### src/rtl/rvalu_pkg.sv
package rvalu_pkg;

  localparam logic [6:0] OPC_REG = 7'b0110011;
  localparam logic [6:0] OPC_IMM = 7'b0010011;
  localparam logic [6:0] F7_BASE = 7'b0000000;
  localparam logic [6:0] F7_ALT  = 7'b0100000;

  typedef enum logic [3:0] {
    OPK_ADD, OPK_SUB, OPK_SLL, OPK_SLT, OPK_SLTU,
    OPK_XOR, OPK_SRL, OPK_SRA, OPK_OR,  OPK_AND
  } alu_op_e;

endpackage

### src/rtl/rvalu_decode.sv
module rvalu_decode
  import rvalu_pkg::*;
#(
  parameter int XLEN = 32,
  parameter int IMMW = 12
) (
  input  logic [6:0]      opc_i,
  input  logic [2:0]      f3_i,
  input  logic [IMMW-1:0] imm_field_i,
  output logic            grp_reg_o,
  output logic            grp_imm_o,
  output logic            bad_o,
  output alu_op_e         op_o,
  output logic [XLEN-1:0] imm_o
);

  localparam int EXTW = XLEN - IMMW;

  logic [6:0] f7;
  logic       f7_base;
  logic       f7_alt;
  logic       bad_raw;

  assign f7        = imm_field_i[IMMW-1 -: 7];
  assign f7_base   = (f7 == F7_BASE);
  assign f7_alt    = (f7 == F7_ALT);
  assign grp_reg_o = (opc_i == OPC_REG);
  assign grp_imm_o = (opc_i == OPC_IMM);
  assign imm_o     = {{EXTW{imm_field_i[IMMW-1]}}, imm_field_i};

  always_comb begin
    op_o    = OPK_ADD;
    bad_raw = 1'b0;
    unique case (f3_i)
      3'b000: begin
        op_o    = (grp_reg_o && f7_alt) ? OPK_SUB : OPK_ADD;
        bad_raw = grp_reg_o && !(f7_base || f7_alt);
      end
      3'b001: begin
        op_o    = OPK_SLL;
        bad_raw = !f7_base;
      end
      3'b010: begin
        op_o    = OPK_SLT;
        bad_raw = grp_reg_o && !f7_base;
      end
      3'b011: begin
        op_o    = OPK_SLTU;
        bad_raw = grp_reg_o && !f7_base;
      end
      3'b100: begin
        op_o    = OPK_XOR;
        bad_raw = grp_reg_o && !f7_base;
      end
      3'b101: begin
        op_o    = f7_alt ? OPK_SRA : OPK_SRL;
        bad_raw = !(f7_base || f7_alt);
      end
      3'b110: begin
        op_o    = OPK_OR;
        bad_raw = grp_reg_o && !f7_base;
      end
      default: begin
        op_o    = OPK_AND;
        bad_raw = grp_reg_o && !f7_base;
      end
    endcase
  end

  assign bad_o = bad_raw && (grp_reg_o || grp_imm_o);

endmodule

### src/rtl/rvalu_shift.sv
module rvalu_shift #(
  parameter int XLEN = 32,
  parameter int SHW  = $clog2(XLEN)
) (
  input  logic [XLEN-1:0] val_i,
  input  logic [SHW-1:0]  amt_i,
  input  logic            left_i,
  input  logic            arith_i,
  output logic [XLEN-1:0] val_o
);

  function automatic logic [XLEN-1:0] shr_fill(input logic [XLEN-1:0] v,
                                               input logic [SHW-1:0] n,
                                               input logic fill);
    logic [2*XLEN-1:0] wide;
    wide = {{XLEN{fill}}, v} >> n;
    return wide[XLEN-1:0];
  endfunction

  assign val_o = left_i ? (val_i << amt_i)
                        : shr_fill(val_i, amt_i, arith_i & val_i[XLEN-1]);

endmodule

### src/rtl/rvalu_exec.sv
module rvalu_exec
  import rvalu_pkg::*;
#(
  parameter int XLEN = 32
) (
  input  alu_op_e         op_i,
  input  logic [XLEN-1:0] a_i,
  input  logic [XLEN-1:0] b_i,
  input  logic [XLEN-1:0] shifted_i,
  output logic [XLEN-1:0] y_o
);

  function automatic logic lt_signed(input logic [XLEN-1:0] x, input logic [XLEN-1:0] y);
    return (x[XLEN-1] != y[XLEN-1]) ? x[XLEN-1] : (x < y);
  endfunction

  function automatic logic [XLEN-1:0] as_flag(input logic f);
    return {{(XLEN-1){1'b0}}, f};
  endfunction

  always_comb begin
    unique case (op_i)
      OPK_ADD:  y_o = a_i + b_i;
      OPK_SUB:  y_o = a_i - b_i;
      OPK_SLT:  y_o = as_flag(lt_signed(a_i, b_i));
      OPK_SLTU: y_o = as_flag(a_i < b_i);
      OPK_XOR:  y_o = a_i ^ b_i;
      OPK_OR:   y_o = a_i | b_i;
      OPK_AND:  y_o = a_i & b_i;
      default:  y_o = shifted_i;
    endcase
  end

endmodule

### src/rtl/rv_int_alu.sv
module rv_int_alu
  import rvalu_pkg::*;
#(
  parameter int XLEN = 32
) (
  input  logic [31:0]     instr_i,
  input  logic [XLEN-1:0] src_a_i,
  input  logic [XLEN-1:0] src_b_i,
  output logic [XLEN-1:0] result_o,
  output logic            rd_we_o,
  output logic            illegal_o,
  output logic            foreign_o
);

  localparam int SHW = $clog2(XLEN);

  logic            grp_reg;
  logic            grp_imm;
  logic            enc_bad;
  alu_op_e         op_sel;
  logic [XLEN-1:0] imm_ext;
  logic [XLEN-1:0] opnd_b;
  logic [XLEN-1:0] shift_out;
  logic [XLEN-1:0] exec_out;
  logic            claimed;
  logic            accepted;
  logic            rd_zero;

  rvalu_decode #(.XLEN(XLEN), .IMMW(12)) u_dec (
    .opc_i       (instr_i[6:0]),
    .f3_i        (instr_i[14:12]),
    .imm_field_i (instr_i[31:20]),
    .grp_reg_o   (grp_reg),
    .grp_imm_o   (grp_imm),
    .bad_o       (enc_bad),
    .op_o        (op_sel),
    .imm_o       (imm_ext)
  );

  assign opnd_b = grp_imm ? imm_ext : src_b_i;

  rvalu_shift #(.XLEN(XLEN), .SHW(SHW)) u_shf (
    .val_i   (src_a_i),
    .amt_i   (opnd_b[SHW-1:0]),
    .left_i  (op_sel == OPK_SLL),
    .arith_i (op_sel == OPK_SRA),
    .val_o   (shift_out)
  );

  rvalu_exec #(.XLEN(XLEN)) u_exe (
    .op_i      (op_sel),
    .a_i       (src_a_i),
    .b_i       (opnd_b),
    .shifted_i (shift_out),
    .y_o       (exec_out)
  );

  assign claimed   = grp_reg || grp_imm;
  assign accepted  = claimed && !enc_bad;
  assign rd_zero   = (instr_i[11:7] == 5'd0);
  assign result_o  = accepted ? exec_out : '0;
  assign rd_we_o   = accepted && !rd_zero;
  assign illegal_o = enc_bad;
  assign foreign_o = !claimed;

endmodule

### config.mk
export PLATFORM = sky130hd
export DESIGN_NAME = rv_int_alu
export DESIGN_NICKNAME = d
export VERILOG_FILES = /design/src/rtl/rvalu_pkg.sv /design/src/rtl/rvalu_decode.sv /design/src/rtl/rvalu_shift.sv /design/src/rtl/rvalu_exec.sv /design/src/rtl/rv_int_alu.sv
export SDC_FILE = /design/constraint.sdc
export NUM_CORES = 1
export LEC_CHECK = 0
export ABC_AREA = 0
export BUFFER_PORTS_ARGS = -buffer_cell sky130_fd_sc_hd__buf_2
export CAP_MARGIN = 20
export CORE_ASPECT_RATIO = 1.2
export CORE_UTILIZATION = 40
export DETAILED_ROUTE_END_ITERATION = 16
export PLACE_DENSITY = 0.68
export SLEW_MARGIN = 20
export SYNTH_ARGS = -nofsm -noshare
export SYNTH_HDL_FRONTEND = slang
export SYNTH_SLANG_ARGS = --single-unit
### constraint.sdc
create_clock -name vclk -period 10.1
set_clock_uncertainty 0.2 [all_clocks]
set_input_delay 1.01 -clock vclk [all_inputs]
set_output_delay 1.01 -clock vclk [all_outputs]
set_load 0.005 [all_outputs]
### Word level (Yosys, flattened, before mapping)

Cells that the tools add are included.

| cells by class | value |
|---|---|
| add/sub/neg operators | 2 |
| shifts and indexed selects | 2 |
| bitwise gates (word level) | 4 |
| equality and inequality tests | 18 |
| multiplexer cells | 9 |
| reduce and logical (&&, ||, !) cells | 17 |
| $lt $le $gt $ge | 1 |

Operator list:

| kind | count |
|---|---|
| case mux 32 bit (7 select lines) | 1 |
| two-way mux 32 bit | 3 |
| >> shifter 64 x 5 -> 32 bit | 1 |
| adder 32 bit | 1 |
| AND 32 bit | 1 |
| less-than comparator 32 bit | 1 |
| bitwise OR 32 bit | 1 |
| left shift 32 x 5 -> 32 bit | 1 |
| subtractor 32 bit | 1 |
| XOR 32 bit | 1 |
| case mux 4 bit (7 select lines) | 1 |
| == test 7 x 6 -> 1 bit (second input constant) | 2 |
| == test 4 x 3 -> 1 bit (second input constant) | 3 |
| == test 3 bit (second input constant) | 3 |
| == test 4 x 2 -> 1 bit (second input constant) | 2 |
| == test 4 bit (second input constant) | 2 |
| == test 7 x 5 -> 1 bit (second input constant) | 1 |
| logical NOT 7 bit | 1 |
| == test 3 x 2 -> 1 bit (second input constant) | 2 |
| logical AND 1 bit | 6 |
| logical NOT 1 bit | 5 |
| logical NOT 5 bit | 1 |
| == test 4 x 1 -> 1 bit (second input constant) | 1 |
| logical NOT 4 bit | 1 |
| other kinds (7) | 10 |

| word-level totals | value |
|---|---|
| logic and storage cells | 53 |
| register bits | 0 |
| output and inout port bits | 35 |
| input port bits | 96 |

### Longest topological paths before layout

| logic depth | value |
|---|---|
| word-level depth | 10 |
| mapped depth | 20 |
| mapped depth without buffers | 17 |

### By module

Synthesis repeated with hierarchy kept, for this count alone.

| second synthesis, totals | value |
|---|---|
| cell total of the unflattened synthesis | 1512 |
| area total of the unflattened synthesis | 10954.3 sq um |

Modules (own cells, without submodules):

| module | sequential area each (sq um) | cells each | times used | area an instance (sq um) |
|---|---|---|---|---|
| rvalu_exec | 0.0 | 851 | 1 | 5408.9 |
| rvalu_shift | 0.0 | 529 | 1 | 4476.8 |
| rv_int_alu | 0.0 | 77 | 1 | 656.9 |
| rvalu_decode | 0.0 | 55 | 1 | 411.6 |

### Worst setup path after synthesis

OpenSTA, ideal clock, no wires.

| timing path | value |
|---|---|
| kind | input to output |
| from | in instr_i[6] |
| to | out result_o[27] |
| arrival | 5104 ps |
| stages on the path | 19 |
| slack | 3786 ps |
| data required time | 8890 ps |
| path buffers | 3 |
| cell sequence | or4b_4 nor3_1 a21oi_1 inv_1 clkbuf_1 clkbuf_1 clkbuf_1 ha_1 o21ai_0 a21oi_1 a2bb2oi_1 a31o_2 a31o_2 a41o_1 nor3_1 or2_2 a221oi_2 nor2b_1 o31a_1 |

| between the ends | value |
|---|---|
| cells in the longest elaborated chain, start to end | 10 |
| elaborated cells on any way between the ends | 33 |
| those cells by class | add/sub (2); eq/ne (10); shift (2); mux (7); bitwise (4); reduce/logical (8) |

RTL lines:

| item | RTL line | RTL |
|---|---|---|
| start: declaration | rv_int_alu.sv:6 | `input logic [31:0] instr_i,` |
| == test 7 x 6 -> 1 bit | rvalu_decode.sv:27 | `assign grp_reg_o = (opc_i == OPC_REG);` |
| logical AND 1 bit | rvalu_decode.sv:36 | `op_o = (grp_reg_o && f7_alt) ? OPK_SUB : OPK_ADD;` |
| two-way mux 1 bit | rvalu_decode.sv:36 |  |
| case mux 4 bit (7 select lines) | rvalu_decode.sv:34 | `unique case (f3_i)` |
| == test 4 x 3 -> 1 bit | rv_int_alu.sv:46 | `.arith_i (op_sel == OPK_SRA),` |
| AND 1 bit | rvalu_shift.sv:21 | `: shr_fill(val_i, amt_i, arith_i & val_i[XLEN-1]);` |
| >> shifter 64 x 5 -> 32 bit | rvalu_shift.sv:16 | `wide = {{XLEN{fill}}, v} >> n;` |
| two-way mux 32 bit | rvalu_shift.sv:20 | `assign val_o = left_i ? (val_i << amt_i)` |
| case mux 32 bit (7 select lines) | rvalu_exec.sv:22 | `unique case (op_i)` |
| two-way mux 32 bit * | rv_int_alu.sv:61 | `assign result_o = accepted ? exec_out : '0;` |
| end: declaration | rv_int_alu.sv:9 | `output logic [XLEN-1:0] result_o,` |

Mark *: on every way between the ends. The rest lies on a longest branch, timed or not.

### Final worst setup path

Ends and elaborated chain as after synthesis.

==> reports/metrics.csv <==
stage,metric,value,unit
min_path,hold_path_class,input port to primary output,
timing,rsz0062_at_grt,no,
synth,ys_warn_count,0,
final_layout,nClkBuffers,0,
place,placed_area,10400,sq um
timing,relSlewSlack,0.437,
final_layout,drive_gt1_frac,0.131,
drt,finalWirelength,44800,um
synth,ys_seq_area_frac,0,
synth,synth_area_leaders,"ha_1 12%, mux2i_1 9.4%, a21oi_1 8.9%",
synth,synthesis.nets,1757,
drt,drc,0,
final_layout,seq_area,0,sq um
global_route,grt_pass1_vias,11600,
global_route,grt_pass1_wl,67800,um
global_route,grt_util_all_layers,0.356,
global_route,grt_max_degree,66,
timing,drv_slew,0,
clock_tree,post_cts_buffers,0,
die,num_io_pins,131,
drt,detail-route-antenna-nets,0,
timing,final-hold-violation-count,0,
final_layout,fin_nets,1783,
critical_path,crit_fanout,50,
drt,num_vias,12600,
synth,yosysMostFrequentCell,a21oi_1,
timing,setup_viol,0,
die,die_area,24800,sq um
final_layout,fin_util,0.443,
run_status,status,completed,
synth,netlist_instances,1564,
final_layout,nFlopsAndLatches,0,
synth,syn-cell-area,9650,sq um
clock_tree,ctsHoldBuffers,0,
die,start_util,0.412,
synth,synthTopCellsByCount,"172 x a21oi_1, 169 x nand2_1, 149 x o21ai_0, 146 x nor2_1, 98 x inv_1",
die,std_cell_rows,61,
timing,fin_crit_sh,0.773,
critical_path,cp-start-kind,input port,
place,portBuffers,126,
die,core,23400,sq um
timing,max_freq,128,MHz
place,dp_hpwl,33000,um
place,gp_congestion,1.02,
clock_tree,ctsResizeCount,0,
critical_path,crit_arrival,6600,ps
global_route,overflow,0,
die,die-height,172,um
critical_path,critical_path_class,input port to primary output,
synth,synth_area_leader_cell,ha_1,
drt,wl_per_cell,23.5,um
synth,synth_top_area_frac,0.124,
synth,avgSynthCellArea,6.17,sq um
timing,period_minus_slack,7810,ps
drt,drtIter0Drc,1319,
timing,tightest_slew,843,ps
critical_path,cp-end-kind,primary output,
timing,setup_tns,0,ps
drt,detail_route.vias_per_cell,6.64,
critical_path,startpoint,instr_i[6],
min_path,worstHoldStart,instr_i[11],
global_route,antenna_found_initial,3,
final_layout,design_area,10400,sq um
final_layout,area_delta_synth_final,7.53,%
critical_path,worstPathRequired,8890,ps
synth,synth.distinct_cells,82,
final_layout,num-fill-cells,2596,
drt,drtPass1Iterations,6,
flow_run,drv_cap,0,
die,die-width,144,um
cells in the final DEF (no fill, tap or decap), types with 21 or more instances in the layout:
| cell type | Yosys | final |
|---|---|---|
| a21oi_1 | 172 | 171 |
| o22ai_1 | 21 | 21 |
| nor2_1 | 146 | 145 |
| a211oi_1 | 37 | 37 |
| nand2_1 | 169 | 168 |
| inv_1 | 98 | 98 |
| o211ai_1 | 30 | 30 |
| nand3_1 | 31 | 31 |
| ha_1 | 96 | 96 |
| buf_2 | 22 | 126 |
| buf_4 | 6 | 25 |
| o21ai_0 | 149 | 149 |
| a21o_1 | 44 | 44 |
| mux2i_1 | 91 | 90 |
| nor3_1 | 52 | 51 |
layer usage:
layer / up-vias / GRT usage / wire [um]
li1: 5813 / - / -
met4: 0 / 0.146 / 2150
met1: 5889 / 0.471 / 17800
met3: 162 / 0.0587 / 4900
met5: - / 0 / 0
met2: 785 / 0.568 / 19900
per-stage QoR:
step	instances	hold slack [ps]	worst slack, ps
2_1_floorplan	1564	1960	3790
3_3_place_gp	1903	2140	2490
3_5_place_dp	1903	2140	2440
4_1_cts	1903	2140	2420
5_1_grt	1903	2200	2010
6_report	1905	2150	2290
final cells by class:
cell class,count,area [sq um],area share
Antenna cell,2,5.00,0.000482
Tap cell,315,394,0.0380
Multi-Input combinational cell,1334,8770,0.845
Timing Repair Buffer,151,818,0.0789
Inverter,103,390,0.0376
cell families after synthesis:
group | synth area share
multiplexers | 0.122
XOR/XNOR | 0.0118
buffers and inverters | 0.0950
adder cells (fa/ha/maj) | 0.127
AO/OA/AOI/OAI | 0.419
AND/OR/NAND/NOR | 0.225
worst max-delay path, stage by stage:
cell and delay (ps):
buf_2 120, nor4b_4 430, nand2_2 540, a21oi_2 290, buf_4 410, inv_1 80
buf_4 300, ha_1 460, o21ai_0 120, a21oi_1 160, a2bb2oi_1 570, a31o_2 330
a31o_2 270, a41o_1 280, nor3_1 60, or2_2 300, a221oi_2 260, nor2b_1 70
o31a_1 330, buf_2 140
final timing paths:
| kind | endpoint | slack [ps] | cells after the start |
|---|---|---|---|
| worst max-delay path | result_o[27] | 2290 | 20 |
| worst min-delay path | rd_we_o | 2150 | 4 |
